===== config.mk =====
export PLATFORM = sky130hd
export DESIGN_NAME = spi_lp
export DESIGN_NICKNAME = d
export VERILOG_FILES = /design/src/rtl/spi_lp_pkg.sv /design/src/rtl/spi_lp_sync.sv /design/src/rtl/spi_lp_master.sv /design/src/rtl/spi_lp_slave.sv /design/src/rtl/spi_lp.sv
export SDC_FILE = /design/constraint.sdc
export NUM_CORES = 1
export LEC_CHECK = 0
export BUFFER_PORTS_ARGS = -buffer_cell sky130_fd_sc_hd__buf_2
export CAP_MARGIN = 20
export CORE_ASPECT_RATIO = 0.5
export CORE_MARGIN = 1.5
export CORE_UTILIZATION = 41
export DETAILED_ROUTE_END_ITERATION = 7
export PLACE_DENSITY = 0.66
export SETUP_SLACK_MARGIN = 0.02
export SLEW_MARGIN = 5
export SYNTH_ARGS = -nofsm -noshare
export SYNTH_HDL_FRONTEND = slang
export SYNTH_SLANG_ARGS = --single-unit

===== constraint.sdc =====
create_clock -name clk -period 2.9 [get_ports clk]
set_input_delay 0.145 -clock clk [delete_from_list [all_inputs] [get_ports clk]]
set_output_delay 0.145 -clock clk [all_outputs]
set_load 0.005 [all_outputs]

===== src/rtl/spi_lp_pkg.sv =====
`timescale 1ns/1ps
package spi_lp_pkg;
   localparam logic [1:0] ADDR_DATA = 2'd0;
   localparam logic [1:0] ADDR_CTRL = 2'd1;
   localparam logic [1:0] ADDR_STAT = 2'd2;
   localparam int DIV_W     = 3;
   localparam int STAT_RXF  = 7;
   localparam int STAT_BUSY = 0;

   typedef struct packed {
      logic             spare;
      logic [DIV_W-1:0] div;
      logic             lp_wait;
      logic             rie;
      logic             master;
      logic             en;
   } ctrl_t;
endpackage


===== src/rtl/spi_lp_sync.sv =====
`timescale 1ns/1ps
module spi_lp_sync #(
   parameter int   STAGES  = 2,
   parameter logic RST_VAL = 1'b0
) (
   input  logic clk,
   input  logic rst_n,
   input  logic d,
   output logic q
);
   if (STAGES < 2) begin : g_bad_stages
      $error("spi_lp_sync: STAGES must be at least 2");
   end

   logic [STAGES-1:0] chain;

   always_ff @(posedge clk or negedge rst_n) begin
      if (!rst_n) chain <= {STAGES{RST_VAL}};
      else        chain <= {chain[STAGES-2:0], d};
   end

   assign q = chain[STAGES-1];
endmodule


===== src/rtl/spi_lp_master.sv =====
`timescale 1ns/1ps
module spi_lp_master
   import spi_lp_pkg::*;
#(
   parameter int W = 8
) (
   input  logic             clk,
   input  logic             rst_n,
   input  logic             clr,
   input  logic             en,
   input  logic             freeze,
   input  logic             start,
   input  logic [W-1:0]     ld_data,
   input  logic [DIV_W-1:0] div,
   input  logic             miso_i,
   output logic             sck_o,
   output logic             mosi_o,
   output logic             ss_n_o,
   output logic             busy,
   output logic             done,
   output logic [W-1:0]     rx
);
   localparam int CNT_W = $clog2(W);
   localparam logic [CNT_W-1:0] LAST = CNT_W'(W-1);

   logic [CNT_W-1:0] bitc;
   logic [DIV_W-1:0] divc;
   logic             sck;
   logic             rbit;
   logic [W-1:0]     sh;
   logic             go;
   logic             tick;

   assign go   = en && !clr && start && !busy && !freeze;
   assign tick = en && !clr && busy && !freeze && (divc == div);

   always_ff @(posedge clk or negedge rst_n) begin
      if (!rst_n) begin
         busy <= 1'b0;
         sck  <= 1'b0;
         bitc <= '0;
         divc <= '0;
         rbit <= 1'b0;
         done <= 1'b0;
         rx   <= '0;
      end else if (clr || !en) begin
         busy <= 1'b0;
         sck  <= 1'b0;
         bitc <= '0;
         divc <= '0;
         done <= 1'b0;
      end else begin
         done <= 1'b0;
         if (go) begin
            busy <= 1'b1;
            sck  <= 1'b0;
            bitc <= '0;
            divc <= '0;
         end else if (busy && !freeze) begin
            if (divc == div) begin
               divc <= '0;
               if (!sck) begin
                  sck  <= 1'b1;
                  rbit <= miso_i;
               end else begin
                  sck <= 1'b0;
                  if (bitc == LAST) begin
                     busy <= 1'b0;
                     done <= 1'b1;
                     rx   <= {sh[W-2:0], rbit};
                     bitc <= '0;
                  end else begin
                     bitc <= bitc + 1'b1;
                  end
               end
            end else begin
               divc <= divc + 1'b1;
            end
         end
      end
   end

   // Data path register: no reset, content after reset is undefined.
   always_ff @(posedge clk) begin
      if (go)              sh <= ld_data;
      else if (tick && sck) sh <= {sh[W-2:0], rbit};
   end

   assign sck_o  = sck;
   assign mosi_o = sh[W-1];
   assign ss_n_o = !busy;

   AST_FREEZE_HOLDS: assert property (@(posedge clk) disable iff (!rst_n)
      (busy && freeze && !clr) |=> ($stable(sck) && $stable(bitc) && busy));
   AST_START_CLEAN: assert property (@(posedge clk) disable iff (!rst_n)
      $rose(busy) |-> (!sck && bitc == '0));
   AST_DONE_IDLE: assert property (@(posedge clk) disable iff (!rst_n)
      done |-> (!busy && !sck));
endmodule


===== src/rtl/spi_lp_slave.sv =====
`timescale 1ns/1ps
module spi_lp_slave #(
   parameter int W    = 8,
   parameter int SYNC = 2
) (
   input  logic         clk,
   input  logic         rst_n,
   input  logic         clr,
   input  logic         en,
   input  logic         load,
   input  logic [W-1:0] ld_data,
   input  logic         sck_i,
   input  logic         mosi_i,
   input  logic         ss_n_i,
   output logic         miso_o,
   output logic         busy,
   output logic         done,
   output logic [W-1:0] rx
);
   localparam int CNT_W = $clog2(W);
   localparam logic [CNT_W-1:0] LAST = CNT_W'(W-1);

   logic sck_s, mosi_s, ss_s;
   logic sck_q;
   logic rbit;
   logic rise, fall;
   logic [CNT_W-1:0] cnt;
   logic [W-1:0]     sh;

   spi_lp_sync #(.STAGES(SYNC), .RST_VAL(1'b0)) u_sync_sck (
      .clk(clk), .rst_n(rst_n), .d(sck_i), .q(sck_s));
   spi_lp_sync #(.STAGES(SYNC), .RST_VAL(1'b0)) u_sync_mosi (
      .clk(clk), .rst_n(rst_n), .d(mosi_i), .q(mosi_s));
   spi_lp_sync #(.STAGES(SYNC), .RST_VAL(1'b1)) u_sync_ss (
      .clk(clk), .rst_n(rst_n), .d(ss_n_i), .q(ss_s));

   assign rise = sck_s && !sck_q;
   assign fall = !sck_s && sck_q;

   always_ff @(posedge clk or negedge rst_n) begin
      if (!rst_n) begin
         cnt   <= '0;
         sck_q <= 1'b0;
         rbit  <= 1'b0;
         done  <= 1'b0;
         rx    <= '0;
      end else if (clr) begin
         cnt   <= '0;
         sck_q <= 1'b0;
         rbit  <= 1'b0;
         done  <= 1'b0;
         rx    <= '0;
      end else begin
         done  <= 1'b0;
         sck_q <= sck_s;
         if (!en || ss_s) begin
            cnt <= '0;
         end else if (rise) begin
            rbit <= mosi_s;
            if (cnt == LAST) begin
               cnt  <= '0;
               done <= 1'b1;
               rx   <= {sh[W-2:0], mosi_s};
            end else begin
               cnt <= cnt + 1'b1;
            end
         end
      end
   end

   // Shift register keeps its content across reset on purpose.
   always_ff @(posedge clk) begin
      if (load)                            sh <= ld_data;
      else if (en && !ss_s && fall && !clr) sh <= {sh[W-2:0], rbit};
   end

   assign busy   = en && !ss_s;
   assign miso_o = busy ? sh[W-1] : 1'b0;

   AST_SLV_DESELECT_CNT: assert property (@(posedge clk) disable iff (!rst_n)
      ss_s |=> (cnt == '0));
   AST_SLV_DONE_WRAP: assert property (@(posedge clk) disable iff (!rst_n)
      done |-> (cnt == '0));
endmodule


===== src/rtl/spi_lp.sv =====
`timescale 1ns/1ps
module spi_lp
   import spi_lp_pkg::*;
#(
   parameter int DATA_W      = 8,
   parameter int SYNC_STAGES = 2
) (
   input  logic              clk,
   input  logic              rst_n,
   input  logic              bus_sel,
   input  logic              bus_wr,
   input  logic [1:0]        bus_addr,
   input  logic [DATA_W-1:0] bus_wdata,
   output logic [DATA_W-1:0] bus_rdata,
   input  logic              wait_req,
   input  logic              rstop_req,
   input  logic              nrstop_req,
   output logic              sck_o,
   output logic              mosi_o,
   output logic              ss_n_o,
   input  logic              miso_i,
   input  logic              sck_i,
   input  logic              mosi_i,
   input  logic              ss_n_i,
   output logic              miso_o,
   output logic              irq
);
   if (DATA_W < 8) begin : g_bad_width
      $error("spi_lp: DATA_W must be at least 8");
   end
   if (SYNC_STAGES < 2) begin : g_bad_sync
      $error("spi_lp: SYNC_STAGES must be at least 2");
   end

   ctrl_t             ctrl;
   logic              clr, asleep, awake, asleep_q;
   logic              wr_ev, rd_ev;
   logic              rxf, armed, pend, entry_busy;
   logic [DATA_W-1:0] rxbuf, pbuf;
   logic              mst_busy, mst_done, slv_busy, slv_done;
   logic [DATA_W-1:0] mst_rx, slv_rx;
   logic              mst_start, slv_load;
   logic [DATA_W-1:0] stat;

   assign clr    = nrstop_req;
   assign asleep = !clr && (rstop_req || (wait_req && ctrl.lp_wait));
   assign awake  = !clr && !asleep;
   assign wr_ev  = bus_sel && bus_wr && awake;
   assign rd_ev  = bus_sel && !bus_wr && awake;

   assign mst_start = wr_ev && (bus_addr == ADDR_DATA) && ctrl.master;
   assign slv_load  = wr_ev && (bus_addr == ADDR_DATA) && !ctrl.master;

   spi_lp_master #(.W(DATA_W)) u_master (
      .clk(clk), .rst_n(rst_n), .clr(clr),
      .en(ctrl.en && ctrl.master), .freeze(asleep),
      .start(mst_start), .ld_data(bus_wdata), .div(ctrl.div),
      .miso_i(miso_i), .sck_o(sck_o), .mosi_o(mosi_o), .ss_n_o(ss_n_o),
      .busy(mst_busy), .done(mst_done), .rx(mst_rx));

   spi_lp_slave #(.W(DATA_W), .SYNC(SYNC_STAGES)) u_slave (
      .clk(clk), .rst_n(rst_n), .clr(clr),
      .en(ctrl.en && !ctrl.master), .load(slv_load), .ld_data(bus_wdata),
      .sck_i(sck_i), .mosi_i(mosi_i), .ss_n_i(ss_n_i), .miso_o(miso_o),
      .busy(slv_busy), .done(slv_done), .rx(slv_rx));

   always_ff @(posedge clk or negedge rst_n) begin
      if (!rst_n) begin
         ctrl       <= '0;
         asleep_q   <= 1'b0;
         rxf        <= 1'b0;
         armed      <= 1'b0;
         pend       <= 1'b0;
         entry_busy <= 1'b0;
         rxbuf      <= '0;
         pbuf       <= '0;
      end else if (clr) begin
         ctrl       <= '0;
         asleep_q   <= 1'b0;
         rxf        <= 1'b0;
         armed      <= 1'b0;
         pend       <= 1'b0;
         entry_busy <= 1'b0;
         rxbuf      <= '0;
         pbuf       <= '0;
      end else begin
         asleep_q <= asleep;
         if (wr_ev && bus_addr == ADDR_CTRL) ctrl <= ctrl_t'(bus_wdata[7:0]);

         // Remember whether the sleep episode began inside a slave frame.
         if (!asleep)                 entry_busy <= 1'b0;
         else if (!asleep_q)          entry_busy <= slv_busy;
         else if (slv_done)           entry_busy <= 1'b0;

         if (asleep && slv_done && entry_busy && !pend) begin
            pend <= 1'b1;
            pbuf <= slv_rx;
         end

         if (rd_ev && bus_addr == ADDR_STAT && rxf) armed <= 1'b1;
         if (rd_ev && bus_addr == ADDR_DATA && armed) begin
            rxf   <= 1'b0;
            armed <= 1'b0;
         end

         if (!asleep && mst_done) begin
            rxbuf <= mst_rx;
            rxf   <= 1'b1;
         end else if (!asleep && slv_done) begin
            rxbuf <= slv_rx;
            rxf   <= 1'b1;
         end else if (!asleep && pend) begin
            rxbuf <= pbuf;
            rxf   <= 1'b1;
            pend  <= 1'b0;
         end
      end
   end

   always_comb begin
      stat            = '0;
      stat[STAT_RXF]  = rxf;
      stat[STAT_BUSY] = mst_busy || slv_busy;
   end

   always_comb begin
      bus_rdata = '0;
      if (rd_ev) begin
         case (bus_addr)
            ADDR_DATA: bus_rdata = rxbuf;
            ADDR_CTRL: bus_rdata = DATA_W'(ctrl);
            ADDR_STAT: bus_rdata = stat;
            default:   bus_rdata = '0;
         endcase
      end
   end

   assign irq = rxf && ctrl.rie;

   AST_NO_FLAG_ASLEEP: assert property (@(posedge clk) disable iff (!rst_n)
      (asleep && !rxf) |=> !rxf);
   AST_PEND_DRAINS: assert property (@(posedge clk) disable iff (!rst_n)
      (awake && pend) |=> (!pend && rxf));
   AST_CTRL_FROZEN: assert property (@(posedge clk) disable iff (!rst_n)
      asleep |=> $stable(ctrl));
   AST_NRSTOP_CLEARS: assert property (@(posedge clk) disable iff (!rst_n)
      nrstop_req |=> (ctrl == '0 && !rxf && rxbuf == '0 && !pend));
endmodule


==> impl_metrics.ini, run 1 <==
[run_status]
outcome = finished, final reports clean

[final_layout]
synthToLayoutAreaGrowth_pct = 15.4
final_nets = 415
num-fill-cells = 864
layout-drive-gt1-share_pct = 20.6
fin_util_pct = 48.8
n_antenna_cell = 0

[yosys]
ys_seq_elements = 83
synth_most_common_cell = dfrtp_1
netlist-cell-type-count = 60
yosysTopAreaCellShare_pct = 40.7
ys_seq_area_share_pct = 54.1
avgSynthCellArea_sq_um = 11.3
synthTopCellsByArea = dfrtp_1 41%, edfxtp_1 12%, nand2b_1 4.1%, mux2i_1 3.8%, mux2_4 3.0%
async_flop_share_pct = 80.7
syn_area_sq_um = 3990
ys.flop_type = dfrtp_1
synth_edf_count = 16
yosysWarnings = 0
synth_top_area_cell = dfrtp_1
syn_nets = 379
synthTopCellsByCount = 65 x dfrtp_1, 30 x nand2_1, 26 x nand2b_1, 19 x nor2_1, 18 x o21ai_0
syn_inst = 353

[clocking]
clk_latency_ns = 0.33
cts.sinks = 83
cts_root_buf = clkbuf_16
clk_pin_slew_ns = 0.06
post_cts_resized = 0
cts_tree = built
htree_levels = 3
cts_made_buffers = 9
cts_setup_buffers = 0
hold_buffers = 3
max-clock-path-buffers = 2

[job]
cap_violations = 0

[placed_design]
place_congestion = 0.944
hpwl_mm = 6.55
io_buffer_count = 33

[sta]
slew_viol_final = 0
skew_ns = 0.00569
layout_min_cycle_time_ns = 2.42
rsz0062_at_grt = no
fin_crit_sh_pct = 83.3
holdWs_ns = 0.00745
hold_viol_final = 0
tightest_slew_ns = 0.875
fmax_ghz = 0.414
setup_viol = 0
fin_tns_setup_ns = 0
slew_headroom_pct = 41.7

[die]
die_h_um = 72.8
dieArea_sq_um = 10400
row_count = 25
core_area_sq_um = 9450
top_level_ports = 34
start_util_pct = 42.3
fp.dieW_um = 143

[grt]
grt_max_degree = 68
grt_pass1_wl_mm = 14.9
grtUsageTotal_pct = 19.3
antenna_found_initial = 0
grt_overflow = 0
grt_pass1_vias = 2720

[setup_path]
reg2reg_depth = 4
path_buf_inv = 1
cp_max_fo = 8
start_kind = flip-flop
r2r-end = u_slave.sh[5]$_DFFE_PP_
cp_num_cells = 4
crit_path_end_kind = flip-flop
setup.worst_path.start = ctrl[1]$_DFFE_PN0P_
cp_data_arrival_time_ns = 2.38
cp.required_ns = 2.86
r2r_setup_slack_ns = 0.48
rr_startpoint = ctrl[1]$_DFFE_PN0P_
path_cells = nor3b_1 > buf_4 > nand2b_1 > o21bai_1
critPathSlowestCell = o21bai_1
crit_type = flip-flop to flip-flop
cpPeakStageDelay_ns = 0.62
crit_end = u_slave.sh[5]$_DFFE_PP_
critPathTopFamily = simple AND/OR/NAND/NOR gates

[pwr]
ir_drop_mv = 0.290
power_density_nw_per_um2 = 519
total_leakage_power_nw = 1.95

[hold_path]
worst_hold_path_type = input port to async pin

[route]
ant_nets = 0
dr.pass1.iters = 4
drc = 0
vias = 2796
wirelength_mm = 9.35
routed_via_density = 5.29
drt_iter0_markers = 184
drt-wirelength-per-cell_um = 17.7
[through the flow]
step	power, mW	setup WS, ns	instances	cell area, sq um
global route	2.47	0.304	529	4610
detailed placement	1.32	0.482	510	4300
floorplan	1.26	0.873	353	3990
CTS	2.42	0.438	529	4610
global placement	1.32	0.594	510	4300
finish	2.39	0.484	529	4610
[sequential cells by signal, summed over array words and instances, names as in the netlist, 2 cells and up]
signal and flops:
u_slave.u_sync_sck.chain 2, u_slave.u_sync_ss.chain 2, pbuf 8, u_slave.u_sync_mosi.chain 2, u_slave.sh 8, rxbuf 8
u_master.sh 8, u_master.bitc 3, u_slave.rx 8, u_master.rx 8, u_master.divc 3, ctrl 8
u_slave.cnt 3
[where the power goes]
part	leakage, nW	internal [mW]	switching (mW)
clock	0.136	0.661	0.434
combinational	0.767	0.0300	0.0669
sequential	1.05	1.20	0.00491
total	1.95	1.89	0.506
[final cells by class]
cell class | instances | area (sq um) | area share (%)
Sequential cell | 83 | 2160 | 46.9
Clock buffer | 12 | 236 | 5.13
Tap cell | 135 | 169 | 3.67
Clock inverter | 4 | 42.5 | 0.923
Multi-Input combinational cell | 245 | 1730 | 37.5
Timing Repair Buffer | 43 | 248 | 5.38
Inverter | 7 | 26.3 | 0.570
[layout by cell type, fill, tap and decap left out, drive strengths merged, types with 4 or more instances in the layout]
cell type / n
a211oi: 12
nor3: 4
nor2b: 6
ha: 5
nor2: 21
dfrtp: 65
buf: 40
clkbuf: 12
a21oi: 12
mux2: 26
edfxtp: 16
nand2b: 26
inv: 7
o21ai: 22
mux2i: 15
nand2: 30
nand3: 4
o22ai: 14
and3: 4
[metal layers]
metal / track usage, % / vias to the layer above / wire [um]
met4: 5.73 / 0 / 130
met3: 4.72 / 14 / 508
met5: 0 / - / 0
li1: - / 1357 / -
met2: 30.4 / 71 / 4250
met1: 26.7 / 1354 / 4470
[logic make-up after synthesis]
| logic type | synth area share (%) |
|---|---|
| AOI/OAI and AO/OA | 12.0 |
| DFF | 54.1 |
| and+or+nand+nor | 17.0 |
| xor gates and xnor gates | 0.846 |
| adders and majority gates | 1.57 |
| muxes | 11.8 |
| buffers and inverters | 2.69 |
[worst min path at each step]
stage	startpoint	to	cells past startpoint
after floorplan	rst_n	armed$_DFFE_PN0P_	0
after global placement	ss_n_i	u_slave.u_sync_ss.chain[0]$_DFF_PN1_	1
after detailed placement	ss_n_i	u_slave.u_sync_ss.chain[0]$_DFF_PN1_	1
after CTS	miso_i	u_master.rbit$_DFFE_PN0P_	2
after global routing	miso_i	u_master.rbit$_DFFE_PN0P_	2
final	rst_n	u_slave.u_sync_mosi.chain[0]$_DFF_PN0_	2
Note: power is estimated with default switching activity, not from simulation.
==> run 2, diff against run 1 <==
ABC_AREA = 1   (was not set)
PLACE_DENSITY = 0.69   (was 0.66)
clock period = 2 ns   (was 2.9 ns; I/O delays follow)
==> impl_metrics.ini, run 2 <==
[run_status]
outcome = finished, final reports clean

[die]
dieArea_sq_um = 10100
core_area_sq_um = 8980
start_util_pct = 43.5
top_level_ports = 34
fp.dieW_um = 141
row_count = 24
die_h_um = 72.0

[yosys]
syn_inst = 436
synth_most_common_cell = nand2_1
synthTopCellsByCount = 97 x nand2_1, 65 x dfrtp_1, 63 x o21ai_0, 56 x inv_1, 27 x nand3_1
synth_edf_count = 16
synthTopCellsByArea = dfrtp_1 42%, edfxtp_1 12%, nand2_1 9.3%, o21ai_0 8.1%, inv_1 5.4%
yosysTopAreaCellShare_pct = 41.7
avgSynthCellArea_sq_um = 8.95
syn_nets = 462
netlist-cell-type-count = 39
syn_area_sq_um = 3900
synth_top_area_cell = dfrtp_1
async_flop_share_pct = 80.7
yosysWarnings = 0
ys.flop_type = dfrtp_1
ys_seq_elements = 83
ys_seq_area_share_pct = 55.3

[sta]
holdWs_ns = 0.0343
skew_ns = 0.00878
fmax_ghz = 0.555
fin_tns_setup_ns = 0
rsz0062_at_grt = no
slew_viol_final = 0
setup_viol = 0
fin_crit_sh_pct = 90.0
layout_min_cycle_time_ns = 1.80
hold_viol_final = 0
tightest_slew_ns = 0.578
slew_headroom_pct = 61.4

[setup_path]
crit_type = flip-flop to output pin
cp_num_cells = 6
r2r_setup_slack_ns = 0.21
r2r-end = u_slave.sh[4]$_DFFE_PP_
reg2reg_depth = 6
crit_path_end_kind = output pin
cpPeakStageDelay_ns = 0.51
path_cells = nor2_1 > nand2_1 > a21oi_1 > a221oi_1 > nor2_1 > buf_2
critPathSlowestCell = dfstp_2
critPathTopFamily = flip-flops
path_buf_inv = 1
setup.worst_path.start = u_slave.u_sync_ss.chain[1]$_DFF_PN1_
cp.required_ns = 1.90
cp_common_cell = nor2_1
cp_max_fo = 4
rr_startpoint = ctrl[0]$_DFFE_PN0P_
cp_data_arrival_time_ns = 1.70
start_kind = flip-flop
crit_end = bus_rdata[0]

[grt]
antenna_found_initial = 0
grt_pass1_vias = 2951
grtUsageTotal_pct = 19.6
grt_overflow = 0
grt_pass1_wl_mm = 14.9
grt_max_degree = 31

[route]
dr.pass1.iters = 5
vias = 3038
routed_via_density = 5.04
ant_nets = 0
drt-wirelength-per-cell_um = 14.9
drt_iter0_markers = 219
drc = 0
wirelength_mm = 9.01

[clocking]
cts.sinks = 83
cts_root_buf = clkbuf_16
clk_pin_slew_ns = 0.06
cts_setup_buffers = 0
htree_levels = 3
cts_tree = built
max-clock-path-buffers = 2
clk_latency_ns = 0.34
cts_made_buffers = 9

[pwr]
power.total_mw = 3.51
ir_drop_mv = 0.408
power_density_nw_per_um2 = 771
total_leakage_power_nw = 2.14

[placed_design]
place_congestion = 0.880
io_buffer_count = 33
hpwl_mm = 6.57

[final_layout]
n_antenna_cell = 0
layout-drive-gt1-share_pct = 18.7
mostFrequentLayoutCells = 96 x nand2_1, 65 x dfrtp_1, 63 x o21ai_0
final_nets = 507
synthToLayoutAreaGrowth_pct = 16.5
final_common_cell = nand2_1

[hold_path]
worst_hold_path_type = input port to flip-flop

[job]
cap_violations = 0
run 2: routing by layer:
layer,up-vias,global-route usage (%),routed length [um]
met3,17,4.75,416
met5,-,0,0
li1,1530,-,-
met1,1411,26.0,4380
met2,80,30.6,4010
met4,0,9.84,209
run 2: final cells by class:
cell class / instances / area [sq um]
fill: 831 / 4430
sequential: 83 / 2160
multi-input combinational: 280 / 1440
timing repair buffer: 46 / 285
clock buffer: 11 / 233
inverter: 61 / 231
tap: 117 / 146
clock inverter: 5 / 52.6
run 2: how the worst min path moves through the flow:
stage | start | to | slack, ns | cells after the start
after CTS | miso_i | u_master.rbit$_DFFE_PN0P_ | 0.02 | 3
after floorplan | rst_n | armed$_DFFE_PN0P_ | -0.20 | 0
final | bus_wdata[1] | ctrl[1]$_DFFE_PN0P_ | 0.03 | 3
after detailed placement | rst_n | u_slave.cnt[0]$_DFFE_PN0P_ | 0.1 | 1
after global placement | rst_n | u_slave.sck_q$_DFF_PN0_ | 0.10 | 1
after global routing | miso_i | u_master.rbit$_DFFE_PN0P_ | 0.02 | 3
run 2: logic make-up (layout without fill, tap and decap cells):
logic type	Yosys count	count (layout)	synth area share, %
and+or+nand+nor	168	168	19.8
AOI/OAI and AO/OA	106	106	15.1
DFF	83	83	55.3
buffers and inverters	73	123	7.98
adders and majority gates	5	5	1.60
xor gates and xnor gates	1	1	0.224
run 2: stage by stage:
stage	utilization, %	setup WS [ns]	instances	instance area [sq um]
finish	50.6	0.199	603	4550
global placement	46.9	0.0919	583	4210
CTS	50.6	0.102	603	4540
global route	50.6	0.0643	603	4550
floorplan	-	0.448	436	3900
detailed placement	46.9	0.108	583	4210
run 2: repair_timing:
item / 4_1_cts / 5_1_grt
hold endpoints to repair: 21 / 0
hold buffers: 4 / 0
endpoints found under the setup margin: 1 / 8
resized for setup: 1 / 1
run 2: where the power goes:
group / switching [mW] / internal (mW)
logic: 0.101 / 0.0434
clock network: 0.661 / 0.964
registers: 0.00489 / 1.73
run 2: worst min-delay path, cell delays in order:
cell and delay, ns:
buf_2 0.10, o21ai_0 0.08, inv_1 0.06
